`src/rtl/rbt_pkg.sv`:
```
package rbt_pkg;

  // Free-space guard gap in bytes; keeps a full buffer distinguishable from empty
  localparam int GUARD_BYTES = 8;

  // Write-side register addresses
  typedef enum logic [3:0] {
    WA_BASE   = 4'd0,
    WA_END    = 4'd1,
    WA_THR    = 4'd2,
    WA_PERIOD = 4'd3,
    WA_RDSTG  = 4'd4,
    WA_WRSTG  = 4'd5,
    WA_LOAD   = 4'd6,
    WA_SNAP   = 4'd7,
    WA_START  = 4'd8,
    WA_CLEAR  = 4'd9
  } wr_addr_e;

  // Read-side register addresses
  typedef enum logic [3:0] {
    RA_BASE   = 4'd0,
    RA_END    = 4'd1,
    RA_THR    = 4'd2,
    RA_PERIOD = 4'd3,
    RA_RDSNAP = 4'd4,
    RA_WRSNAP = 4'd5,
    RA_STATUS = 4'd6,
    RA_ENABLE = 4'd7
  } rd_addr_e;

  localparam logic DIR_PLAY = 1'b0;
  localparam logic DIR_CAPT = 1'b1;

  localparam int NUM_STATUS = 4;

endpackage

```
`src/rtl/rbt_cfg.sv`:
```
module rbt_cfg #(
  parameter int AW = 16
) (
  input  logic          clk,
  input  logic          rst_n,
  input  logic          reg_we,
  input  logic [3:0]    reg_addr,
  input  logic [AW-1:0] reg_wdata,
  output logic [AW-1:0] base,
  output logic [AW-1:0] endr,
  output logic [AW-1:0] len,
  output logic [AW-1:0] thr,
  output logic [AW-1:0] period,
  output logic [AW-1:0] rd_stage,
  output logic [AW-1:0] wr_stage,
  output logic          load_rd,
  output logic          load_wr,
  output logic          snap_rd,
  output logic          snap_wr,
  output logic          start,
  output logic          start_dir,
  output logic [rbt_pkg::NUM_STATUS-1:0] clr
);
  import rbt_pkg::*;

  logic hit_base, hit_end, hit_thr, hit_per, hit_rdstg, hit_wrstg;
  logic thr_ok;

  assign hit_base  = reg_we && (reg_addr == WA_BASE);
  assign hit_end   = reg_we && (reg_addr == WA_END);
  assign hit_thr   = reg_we && (reg_addr == WA_THR);
  assign hit_per   = reg_we && (reg_addr == WA_PERIOD);
  assign hit_rdstg = reg_we && (reg_addr == WA_RDSTG);
  assign hit_wrstg = reg_we && (reg_addr == WA_WRSTG);

  assign len    = endr - base;
  assign thr_ok = reg_wdata < len;

  // Strobes are decoded straight from the write cycle
  assign load_rd   = reg_we && (reg_addr == WA_LOAD) && reg_wdata[0];
  assign load_wr   = reg_we && (reg_addr == WA_LOAD) && reg_wdata[1];
  assign snap_rd   = reg_we && (reg_addr == WA_SNAP) && reg_wdata[0];
  assign snap_wr   = reg_we && (reg_addr == WA_SNAP) && reg_wdata[1];
  assign start     = reg_we && (reg_addr == WA_START);
  assign start_dir = reg_wdata[0];
  assign clr       = (reg_we && (reg_addr == WA_CLEAR)) ?
                     reg_wdata[NUM_STATUS-1:0] : '0;

  always_ff @(posedge clk or negedge rst_n) begin
    if (!rst_n) begin
      base     <= '0;
      endr     <= '0;
      thr      <= '0;
      period   <= '0;
      rd_stage <= '0;
      wr_stage <= '0;
    end else begin
      if (hit_base)           base     <= reg_wdata;
      if (hit_end)            endr     <= reg_wdata;
      if (hit_thr && thr_ok)  thr      <= reg_wdata;
      if (hit_per)            period   <= reg_wdata;
      if (hit_rdstg)          rd_stage <= reg_wdata;
      if (hit_wrstg)          wr_stage <= reg_wdata;
    end
  end

  // an out-of-range threshold write leaves the threshold untouched
  assert_thr_keep_R3: assert property (@(posedge clk) disable iff (!rst_n)
    (hit_thr && !(reg_wdata < len)) |=> (thr == $past(thr)));

  // the stored threshold only changes through a threshold write
  assert_thr_src_R3: assert property (@(posedge clk) disable iff (!rst_n)
    !hit_thr |=> $stable(thr));

endmodule

```
`src/rtl/rbt_arith.sv`:
```
module rbt_arith #(
  parameter int AW = 16
) (
  input  logic          clk,
  input  logic          rst_n,
  input  logic [AW-1:0] len,
  input  logic [AW-1:0] rd_off,
  input  logic [AW-1:0] wr_off,
  output logic [AW-1:0] avail,
  output logic [AW-1:0] avail_end,
  output logic [AW-1:0] space,
  output logic [AW-1:0] space_end
);
  localparam logic [AW-1:0] GAP = AW'(rbt_pkg::GUARD_BYTES);

  function automatic logic [AW-1:0] f_avail(input logic [AW-1:0] w,
                                            input logic [AW-1:0] r,
                                            input logic [AW-1:0] l);
    if (r <= w) return w - r;
    return l - (r - w);
  endfunction

  function automatic logic [AW-1:0] f_avail_end(input logic [AW-1:0] w,
                                                input logic [AW-1:0] r,
                                                input logic [AW-1:0] l);
    if (r <= w) return w - r;
    return l - r;
  endfunction

  function automatic logic [AW-1:0] f_space(input logic [AW-1:0] w,
                                            input logic [AW-1:0] r,
                                            input logic [AW-1:0] l);
    if (r <= w) return l - (w - r) - GAP;
    return r - w - GAP;
  endfunction

  function automatic logic [AW-1:0] f_space_end(input logic [AW-1:0] w,
                                                input logic [AW-1:0] r,
                                                input logic [AW-1:0] l);
    if (r > w)       return r - w - GAP;
    if (r != '0)     return l - w;
    return l - w - GAP;
  endfunction

  assign avail     = f_avail(wr_off, rd_off, len);
  assign avail_end = f_avail_end(wr_off, rd_off, len);
  assign space     = f_space(wr_off, rd_off, len);
  assign space_end = f_space_end(wr_off, rd_off, len);

  // waiting bytes plus free bytes always equal length minus the guard gap
  assert_sum_R2: assert property (@(posedge clk) disable iff (!rst_n)
    (avail + space) == (len - GAP));

  // the contiguous part never exceeds the total waiting count
  assert_end_le_R1: assert property (@(posedge clk) disable iff (!rst_n)
    ((rd_off < len) && (wr_off < len)) |-> (avail_end <= avail));

endmodule

```
`src/rtl/rbt_ptr.sv`:
```
module rbt_ptr #(
  parameter int AW = 16
) (
  input  logic          clk,
  input  logic          rst_n,
  input  logic [AW-1:0] base,
  input  logic [AW-1:0] len,
  input  logic [AW-1:0] period,
  input  logic [AW-1:0] rd_stage,
  input  logic [AW-1:0] wr_stage,
  input  logic          load_rd,
  input  logic          load_wr,
  input  logic          snap_rd,
  input  logic          snap_wr,
  input  logic          start,
  input  logic          start_dir,
  input  logic          prod_adv,
  input  logic [AW-1:0] prod_bytes,
  input  logic          cons_adv,
  input  logic [AW-1:0] cons_bytes,
  input  logic [AW-1:0] avail,
  input  logic [AW-1:0] space,
  output logic [AW-1:0] rd_off,
  output logic [AW-1:0] wr_off,
  output logic [AW-1:0] rd_snap,
  output logic [AW-1:0] wr_snap,
  output logic          en_space,
  output logic          en_remain,
  output logic          wr_ovf_ev,
  output logic          rd_ovf_ev
);
  import rbt_pkg::*;

  function automatic logic [AW-1:0] f_wrap(input logic [AW-1:0] o,
                                           input logic [AW-1:0] n,
                                           input logic [AW-1:0] l);
    logic [AW:0] sum;
    sum = {1'b0, o} + {1'b0, n};
    if (sum >= {1'b0, l}) sum = sum - {1'b0, l};
    return sum[AW-1:0];
  endfunction

  logic [AW-1:0] start_far;

  assign start_far = len - period;

  // Overrun events compare against the figures from before this cycle
  assign wr_ovf_ev = prod_adv && (prod_bytes > space);
  assign rd_ovf_ev = cons_adv && (cons_bytes > avail);

  always_ff @(posedge clk or negedge rst_n) begin
    if (!rst_n) begin
      rd_off    <= '0;
      wr_off    <= '0;
      en_space  <= 1'b0;
      en_remain <= 1'b0;
    end else if (start) begin
      if (start_dir == DIR_PLAY) begin
        rd_off    <= '0;
        wr_off    <= start_far;
        en_space  <= 1'b1;
        en_remain <= 1'b0;
      end else begin
        wr_off    <= '0;
        rd_off    <= start_far;
        en_space  <= 1'b0;
        en_remain <= 1'b1;
      end
    end else begin
      if (load_rd)       rd_off <= rd_stage - base;
      else if (cons_adv) rd_off <= f_wrap(rd_off, cons_bytes, len);
      if (load_wr)       wr_off <= wr_stage - base;
      else if (prod_adv) wr_off <= f_wrap(wr_off, prod_bytes, len);
    end
  end

  always_ff @(posedge clk or negedge rst_n) begin
    if (!rst_n) begin
      rd_snap <= '0;
      wr_snap <= '0;
    end else begin
      if (snap_rd) rd_snap <= base + rd_off;
      if (snap_wr) wr_snap <= base + wr_off;
    end
  end

  assert_play_start_R4: assert property (@(posedge clk) disable iff (!rst_n)
    (start && start_dir == DIR_PLAY) |=>
      (en_space && !en_remain && rd_off == '0 && wr_off == $past(start_far)));

  assert_cap_start_R5: assert property (@(posedge clk) disable iff (!rst_n)
    (start && start_dir == DIR_CAPT) |=>
      (en_remain && !en_space && wr_off == '0 && rd_off == $past(start_far)));

  assert_stage_noload_R6: assert property (@(posedge clk) disable iff (!rst_n)
    (!load_rd && !start && !cons_adv) |=> $stable(rd_off));

  assert_snap_hold_R7: assert property (@(posedge clk) disable iff (!rst_n)
    !snap_rd |=> $stable(rd_snap));

  assert_wrap_range_R8: assert property (@(posedge clk) disable iff (!rst_n)
    (prod_adv && !start && !load_wr && wr_off < len && prod_bytes <= len)
      |=> (wr_off < $past(len)));

endmodule

```
`src/rtl/rbt_irq.sv`:
```
module rbt_irq #(
  parameter int AW = 16
) (
  input  logic          clk,
  input  logic          rst_n,
  input  logic          en_space,
  input  logic          en_remain,
  input  logic [AW-1:0] space,
  input  logic [AW-1:0] avail,
  input  logic [AW-1:0] thr,
  input  logic [rbt_pkg::NUM_STATUS-1:0] clr,
  input  logic          wr_ovf_ev,
  input  logic          rd_ovf_ev,
  output logic [rbt_pkg::NUM_STATUS-1:0] status,
  output logic          irq
);
  import rbt_pkg::*;

  logic [NUM_STATUS-1:0] hit;
  logic                  space_hit;
  logic                  remain_hit;

  assign space_hit  = en_space  && (space >= thr);
  assign remain_hit = en_remain && (avail >= thr);
  assign hit        = {rd_ovf_ev, wr_ovf_ev, remain_hit, space_hit};

  for (genvar i = 0; i < NUM_STATUS; i++) begin : g_stat
    logic st_q;
    always_ff @(posedge clk or negedge rst_n) begin
      if (!rst_n) st_q <= 1'b0;
      else        st_q <= (st_q & ~clr[i]) | hit[i];
    end
    assign status[i] = st_q;
  end

  assign irq = |status;

  assert_sticky_R10: assert property (@(posedge clk) disable iff (!rst_n)
    (status[0] && !clr[0]) |=> status[0]);

  assert_rise_en_R10: assert property (@(posedge clk) disable iff (!rst_n)
    $rose(status[1]) |-> $past(en_remain));

  assert_ovf_flag_R9: assert property (@(posedge clk) disable iff (!rst_n)
    wr_ovf_ev |=> status[2]);

  assert_set_wins_R11: assert property (@(posedge clk) disable iff (!rst_n)
    (clr[0] && space_hit) |=> status[0]);

endmodule

```
`src/rtl/ring_ptr_tracker.sv`:
```
module ring_ptr_tracker #(
  parameter int AW = 16
) (
  input  logic          clk,
  input  logic          rst_n,
  input  logic          reg_we,
  input  logic [3:0]    reg_addr,
  input  logic [AW-1:0] reg_wdata,
  input  logic [3:0]    reg_raddr,
  output logic [AW-1:0] reg_rdata,
  input  logic          prod_adv,
  input  logic [AW-1:0] prod_bytes,
  input  logic          cons_adv,
  input  logic [AW-1:0] cons_bytes,
  output logic [AW-1:0] avail_o,
  output logic [AW-1:0] avail_end_o,
  output logic [AW-1:0] space_o,
  output logic [AW-1:0] space_end_o,
  output logic          irq_o
);
  import rbt_pkg::*;

  logic [AW-1:0] base, endr, len, thr, period, rd_stage, wr_stage;
  logic          load_rd, load_wr, snap_rd, snap_wr, start, start_dir;
  logic [NUM_STATUS-1:0] clr, status;
  logic [AW-1:0] rd_off, wr_off, rd_snap, wr_snap;
  logic          en_space, en_remain, wr_ovf_ev, rd_ovf_ev;

  rbt_cfg #(.AW(AW)) u_cfg (
    .clk(clk), .rst_n(rst_n),
    .reg_we(reg_we), .reg_addr(reg_addr), .reg_wdata(reg_wdata),
    .base(base), .endr(endr), .len(len), .thr(thr), .period(period),
    .rd_stage(rd_stage), .wr_stage(wr_stage),
    .load_rd(load_rd), .load_wr(load_wr),
    .snap_rd(snap_rd), .snap_wr(snap_wr),
    .start(start), .start_dir(start_dir), .clr(clr)
  );

  rbt_arith #(.AW(AW)) u_arith (
    .clk(clk), .rst_n(rst_n),
    .len(len), .rd_off(rd_off), .wr_off(wr_off),
    .avail(avail_o), .avail_end(avail_end_o),
    .space(space_o), .space_end(space_end_o)
  );

  rbt_ptr #(.AW(AW)) u_ptr (
    .clk(clk), .rst_n(rst_n),
    .base(base), .len(len), .period(period),
    .rd_stage(rd_stage), .wr_stage(wr_stage),
    .load_rd(load_rd), .load_wr(load_wr),
    .snap_rd(snap_rd), .snap_wr(snap_wr),
    .start(start), .start_dir(start_dir),
    .prod_adv(prod_adv), .prod_bytes(prod_bytes),
    .cons_adv(cons_adv), .cons_bytes(cons_bytes),
    .avail(avail_o), .space(space_o),
    .rd_off(rd_off), .wr_off(wr_off),
    .rd_snap(rd_snap), .wr_snap(wr_snap),
    .en_space(en_space), .en_remain(en_remain),
    .wr_ovf_ev(wr_ovf_ev), .rd_ovf_ev(rd_ovf_ev)
  );

  rbt_irq #(.AW(AW)) u_irq (
    .clk(clk), .rst_n(rst_n),
    .en_space(en_space), .en_remain(en_remain),
    .space(space_o), .avail(avail_o), .thr(thr),
    .clr(clr), .wr_ovf_ev(wr_ovf_ev), .rd_ovf_ev(rd_ovf_ev),
    .status(status), .irq(irq_o)
  );

  always_comb begin
    reg_rdata = '0;
    case (reg_raddr)
      RA_BASE:   reg_rdata = base;
      RA_END:    reg_rdata = endr;
      RA_THR:    reg_rdata = thr;
      RA_PERIOD: reg_rdata = period;
      RA_RDSNAP: reg_rdata = rd_snap;
      RA_WRSNAP: reg_rdata = wr_snap;
      RA_STATUS: reg_rdata = {{(AW-NUM_STATUS){1'b0}}, status};
      RA_ENABLE: reg_rdata = {{(AW-2){1'b0}}, en_remain, en_space};
      default:   reg_rdata = '0;
    endcase
  end

endmodule

```
`config.mk`:
```
export PLATFORM = sky130hd
export DESIGN_NAME = ring_ptr_tracker
export DESIGN_NICKNAME = d
export VERILOG_FILES = /design/src/rtl/rbt_pkg.sv /design/src/rtl/rbt_cfg.sv /design/src/rtl/rbt_arith.sv /design/src/rtl/rbt_ptr.sv /design/src/rtl/rbt_irq.sv /design/src/rtl/ring_ptr_tracker.sv
export SDC_FILE = /design/constraint.sdc
export NUM_CORES = 1
export LEC_CHECK = 0
export BUFFER_PORTS_ARGS = -buffer_cell sky130_fd_sc_hd__buf_2
export CAP_MARGIN = 20
export CELL_PAD_IN_SITES_DETAIL_PLACEMENT = 1
export CELL_PAD_IN_SITES_GLOBAL_PLACEMENT = 1
export CORE_UTILIZATION = 32
export DETAILED_ROUTE_END_ITERATION = 10
export PLACE_DENSITY_LB_ADDON = 0.3
export SLEW_MARGIN = 20
export SYNTH_ARGS = -nofsm -noshare
export SYNTH_HDL_FRONTEND = slang
export SYNTH_SLANG_ARGS = --single-unit
```
`constraint.sdc`:
```
create_clock -name clk -period 6.15 [get_ports clk]
set_input_delay 1.23 -clock clk [delete_from_list [all_inputs] [get_ports clk]]
set_output_delay 1.23 -clock clk [all_outputs]
set_load 0.03 [all_outputs]
```
Yosys cells after proc, flatten, opt, wreduce, memory -nomap -nowiden
Index checks and enable logic that the tools add are counted.
W data, S select, Z words.
- RAM bits: 0
- latch bits: 0
- ROM bits: 0
- logic and storage cells: 124
- output and inout port bits: 81
- memories: 0
- register bits: 166
- add/subtract/negate cells: 19
- reduce and logical (&&, ||, !) cells: 25
- multiplexer cells: 27
- eq/ne operators: 16
- div/mod/pow operators: 0
- multipliers: 0
- shift-type cells: 0
- magnitude comparators: 9
- bitwise logic cells: 12
- operator list (operator ; count):
    $mux W16 ; 19
    $sub A16 B16 Y16 ; 12
    $pmux W16 S8 ; 1
    $gt A16 B16 Y1 ; 3
    $sub A16 B4 Y16 const B ; 3
    $add A16 B16 Y17 ; 2
    $ge A17 B16 Y1 ; 2
    $add A16 B16 Y16 ; 2
    $eq A4 B3 Y1 const B ; 8
    $ge A16 B16 Y1 ; 2
    $logic_and A1 B1 Y1 ; 19
    $eq A4 B2 Y1 const B ; 4
    $le A16 B16 Y1 ; 1
    $lt A16 B16 Y1 ; 1
    $reduce_bool A16 Y1 ; 1
    $eq A4 B1 Y1 const B ; 2
    $eq A4 B4 Y1 const B ; 2
    $logic_not A4 Y1 ; 2
    $mux W1 ; 6
    $reduce_bool A3 Y1 ; 2
    $and A1 B1 Y1 ; 4
    $mux W4 ; 1
    $not A1 Y1 ; 4
    $or A1 B1 Y1 ; 4
    $reduce_or A4 Y1 ; 1

Logic depth before layout (Yosys ltp)
- depth after elaboration: 8
- mapped depth: 30
- gate-level depth less buffers: 30

Cells and area by module
Synthesis repeated with hierarchy kept, for this count alone.
- cells, all modules: 2673
- area, all modules: 22318.9 um2
- by module, submodules not included (module ; seq. area each (um2) ; area an instance (um2) ; instances ; cells each):
    rbt_ptr ; 1651.6 ; 10198.5 ; 1 ; 1271
    rbt_arith ; 0.0 ; 5342.6 ; 1 ; 788
    rbt_cfg ; 2402.3 ; 4853.4 ; 1 ; 374
    ring_ptr_tracker ; 0.0 ; 1006.0 ; 1 ; 130
    rbt_irq ; 100.1 ; 918.4 ; 1 ; 110

Worst setup path after synthesis
Ideal clock, no wire load.
- path type: reg2out
- start point: register u_ptr.rd_off[1]
- end point: output space_o[15]
- required time: 4.920 ns
- arrival time: 4.839 ns
- buffers on the path: 0
- cell stages (with the launch flop): 22
- slack: 0.081 ns
- cell sequence: dfrtp_1 inv_1 fa_1 a21o_1 a21oi_1 o21bai_1 a21oi_1 nor2b_1 o21a_1 o31a_1 o41ai_1 xnor2_1 ha_1 inv_1 ha_1 a21oi_1 a31oi_1 a21o_1 a21oi_1 xnor3_1 xnor2_1 a21oi_1
- cells in the longest elaborated chain, start to end: 5
- elaborated cells between the ends (all ways): 9
- those cells by class: add/sub (5); order compare (1); mux (3)
- ends and longest elaborated chain (item ; line ; text):
    from (decl) ; rbt_ptr.sv:23 ; output logic [AW-1:0] rd_off,
    from (signal assigned) ; rbt_ptr.sv:65 ; rd_off <= start_far;
    from (signal assigned) ; rbt_ptr.sv:70 ; if (load_rd) rd_off <= rd_stage - base;
    from (signal assigned) ; rbt_ptr.sv:71 ; else if (cons_adv) rd_off <= f_wrap(rd_off, cons_bytes, len);
    $sub A16 B16 Y16 (2 in a row) ; rbt_arith.sv:33 ; if (r <= w) return l - (w - r) - GAP;
    $sub A16 B4 Y16 ; rbt_arith.sv:33 ;
    $mux W16 ; rbt_arith.sv:33 ;
    $mux W16 * ; rbt_arith.sv:34 ; return r - w - GAP;
    to (decl) ; ring_ptr_tracker.sv:17 ; output logic [AW-1:0] space_o,
Mark *: on every way between the ends. The rest lies on a longest branch, timed or not. The select of a mux whose other input is x is not followed.

Final worst setup path
- start point: register u_cfg.endr[0]
- end point: output avail_end_o[15]
- cells in the longest elaborated chain, start to end: 3
- ends and longest elaborated chain (item ; line ; text):
    from (decl) ; rbt_cfg.sv:10 ; output logic [AW-1:0] endr,
    from (signal assigned) ; rbt_cfg.sv:59 ; if (hit_end) endr <= reg_wdata;
    $sub A16 B16 Y16 ; rbt_cfg.sv:36 ; assign len = endr - base;
    $sub A16 B16 Y16 ; rbt_arith.sv:27 ; return l - r;
    $mux W16 ; rbt_arith.sv:27 ;
    to (decl) ; ring_ptr_tracker.sv:16 ; output logic [AW-1:0] avail_end_o,
Every way passes these cells.

==> results.json <==
{
  "status": "finished with violations",
  "violations": "negative setup slack",
  "clk_pin_slew_ps": 70,
  "synth_cell_types": 92,
  "seq_area_frac_synth": 0.190,
  "layout_common_cells": "buf_4, ha_1, nand2_1",
  "grt.total_usage": 0.289,
  "ys_top_cells_by_area": "dfrtp_1, ha_1, xnor2_1, mux2_2, nand2_1",
  "async_flop_share": 1.00,
  "place_hpwl_mm": 86.2,
  "fin_nets": 3458,
  "coreArea_mm2": 0.0674,
  "synth_top_area_share": 0.190,
  "critical_path_class": "flip-flop to primary output",
  "ctsRootBufferMaster": "clkbuf_16",
  "first_global_vias": 23800,
  "min_to": "u_ptr.rd_snap[4]",
  "final_layout_size_suffix_gt1_frac": 0.244,
  "antennaDiodeCount": 0,
  "r2r_end": "u_irq.g_stat[3].st_q",
  "rsz0062_at_grt": "true",
  "fin_crit_ps": 6390,
  "drt_pass1_iterations": 5,
  "pre_cts_ws_ps": -298,
  "die_w_um": 263,
  "rows": 95,
  "worst-path-max-fanout": 4,
  "worstPathRequired_ps": 4920,
  "fin_util": 0.406,
  "syn_nets": 3085,
  "clock_latency_ps": 470,
  "antenna_found_initial": 1,
  "min_from": "u_ptr.rd_snap[4]",
  "tightest_slew_ps": 1080,
  "layout_commonest_cell": "buf_4",
  "finalSetupViolations": 12,
  "syn_area_mm2": 0.0218,
  "h-tree-depth": 4,
  "gp_congestion": 1.01,
  "r2r_slack_ps": 90,
  "hold_ws_ps": 492,
  "initial_utilization": 0.324,
  "max_slew_margin": 0.275,
  "maxCapViolCount": 0,
  "path_cells": "inv_2, ha_4, inv_2, fa_2, buf_6, xor2_1, buf_4, buf_4, buf_6, ha_4, o21a_1, o31a_1, o21ai_4, o211ai_1, a221oi_4, o221ai_2, o311ai_4, buf_4, a21oi_1, or3_1, a21oi_2, xnor2_1, o21ai_1, buf_4",
  "r2r_cells": 29,
  "setup_ws_ps": -243,
  "hold-path-cell-count": 2,
  "start_kind": "flip-flop",
  "die-height_um": 263,
  "cpMostUsedCell": "buf_4",
  "viasPerCell": 5.73,
  "holdBufCountCts": 0,
  "ios": 142,
  "hold_violations": 0,
  "drtIter0Drc": 1476,
  "finalMaxSlewViolations": 0,
  "port_buffers": 141,
  "cts_buffers": 17,
  "r2r-start": "u_cfg.endr[0]",
  "synth_flop_cell": "dfrtp_1",
  "grt_max_degree": 90,
  "yosysTopAreaCell": "dfrtp_1",
  "synth_edf_count": 0,
  "syn_to_final_growth_pct": 25.3,
  "wl_per_cell_um": 26.0,
  "grt_overflow": 0,
  "tritoncts": "built",
  "ant_nets": 0,
  "syn_inst": 2703,
  "grt_pass1_wl_mm": 150,
  "ys_ff_latch": 166,
  "synth.avg_cell_area_um2": 8.08,
  "dr_total_vias": 22700,
  "slowest_delay_ps": 420,
  "die_area_mm2": 0.0693,
  "cts.path.max_buffers": 2,
  "fin_crit_sh": 1.04,
  "cts.sinks": 166,
  "cp_slowest_cell": "a221oi_4",
  "critical_path.endpoint_type": "primary output",
  "cp.buffers_inverters": 8,
  "routed_wl_mm": 103,
  "worst_hold_path_type": "flip-flop to flip-flop",
  "critPathTopFamily": "compound AO/OA/AOI/OAI gates",
  "arrival_ps": 5160,
  "fmax_ghz": 0.156,
  "fin_skew_ps": 22.1,
  "ys_warn_count": 0,
  "remaining_drc_errors": 0
}
[repair_timing]
action | CTS | global route
endpoints found under the setup margin | 28 | 32
gates resized for setup | 119 | 132
setup buffers | 24 | 22
pin swaps | 66 | 78
[tightest hold or removal path: cells and delay by family (launching register included)]
family             cells  cell delay (ps)
and+or+nand+nor        1               50
DFF                    1              350
AOI/OAI and AO/OA      1               60
[cell type report]
cell class / count / area, um2
clock buffers: 20 / 457
clock inverters: 11 / 124
fillers: 7988 / 40000
inverters: 233 / 883
multi-input cells: 2218 / 17500
flip-flops and latches: 166 / 4150
well taps: 873 / 1090
repair buffers: 440 / 3150
[logic make-up after synthesis]
| group | Yosys count | synth area share |
|---|---|---|
| AOI/OAI and AO/OA | 823 | 0.254 |
| and+or+nand+nor | 734 | 0.160 |
| adders and majority gates | 333 | 0.195 |
| buffers and inverters | 319 | 0.0563 |
| xor gates and xnor gates | 223 | 0.0907 |
| DFF | 166 | 0.190 |
| muxes | 105 | 0.0533 |
[cells in the mapped netlist, drive strengths merged, types with 8 or more instances]
library cell  count
a2111oi           9
a211oi           36
a21boi           20
a21o             79
a21oi           169
a221oi           16
a22oi            47
a311oi            8
a31oi            24
and2             14
and3             14
buf              18
clkbuf           68
dfrtp           166
fa               16
ha              305
inv             230
maj3             12
mux2             91
mux2i            14
nand2           231
nand2b           41
nand3            46
nand4            18
nor2            183
nor2b            40
nor3             61
nor3b             8
nor4             16
o2111ai          10
o211ai           28
o21a             45
o21ai           175
o21bai           15
o221ai           10
o22ai            12
o311ai            8
o31a             10
o31ai            28
or2              15
or3              24
xnor2           160
xor2             61
[metrics by stage]
step / setup TNS [ps] / instances / cell area [um2]
6_report: -1510 / 3961 / 27400
5_1_grt: -4020 / 3961 / 27400
4_1_cts: -1410 / 3942 / 26600
3_5_place_dp: -2930 / 3887 / 25300
3_3_place_gp: -571 / 3887 / 25300
2_1_floorplan: 0 / 2703 / 21800
[metal layers]
layer  global-route usage  share of wire  up-vias
met5                    0        0.00016        -
met4                0.107          0.039        2
met3               0.0224          0.040      151
li1                     -              -    10500
met1                0.375           0.44    11400
met2                0.500           0.48      564
[flip-flops by register name, indices dropped and copies added, names as in the netlist]
register	count
u_cfg.period	16
u_ptr.en_remain	1
u_ptr.en_space	1
u_ptr.rd_off	16
u_cfg.base	16
u_ptr.rd_snap	16
u_cfg.rd_stage	16
u_cfg.endr	16
u_ptr.wr_snap	16
u_cfg.wr_stage	16
u_ptr.wr_off	16
u_cfg.thr	16
u_irq.g_stat.st_q	4
[worst max-delay path by stage]
| stage | cells after the start | endpoint | startpoint | slack [ps] |
|---|---|---|---|---|
| global route | 23 | space_end_o[14] | u_cfg.endr[0] | -410 |
| CTS | 23 | space_end_o[14] | u_cfg.endr[0] | -210 |
| global placement | 28 | u_irq.g_stat[3].st_q | u_ptr.rd_off[0] | -150 |
| finish | 24 | avail_end_o[15] | u_cfg.endr[0] | -240 |
| floorplan | 21 | space_o[15] | u_ptr.rd_off[1] | 80 |
| detailed placement | 26 | u_irq.g_stat[3].st_q | u_cfg.endr[0] | -300 |
Power is left out: the tool's default activity adds up to more than one toggle a clock period on the data nets, which glitch-free logic cannot reach.
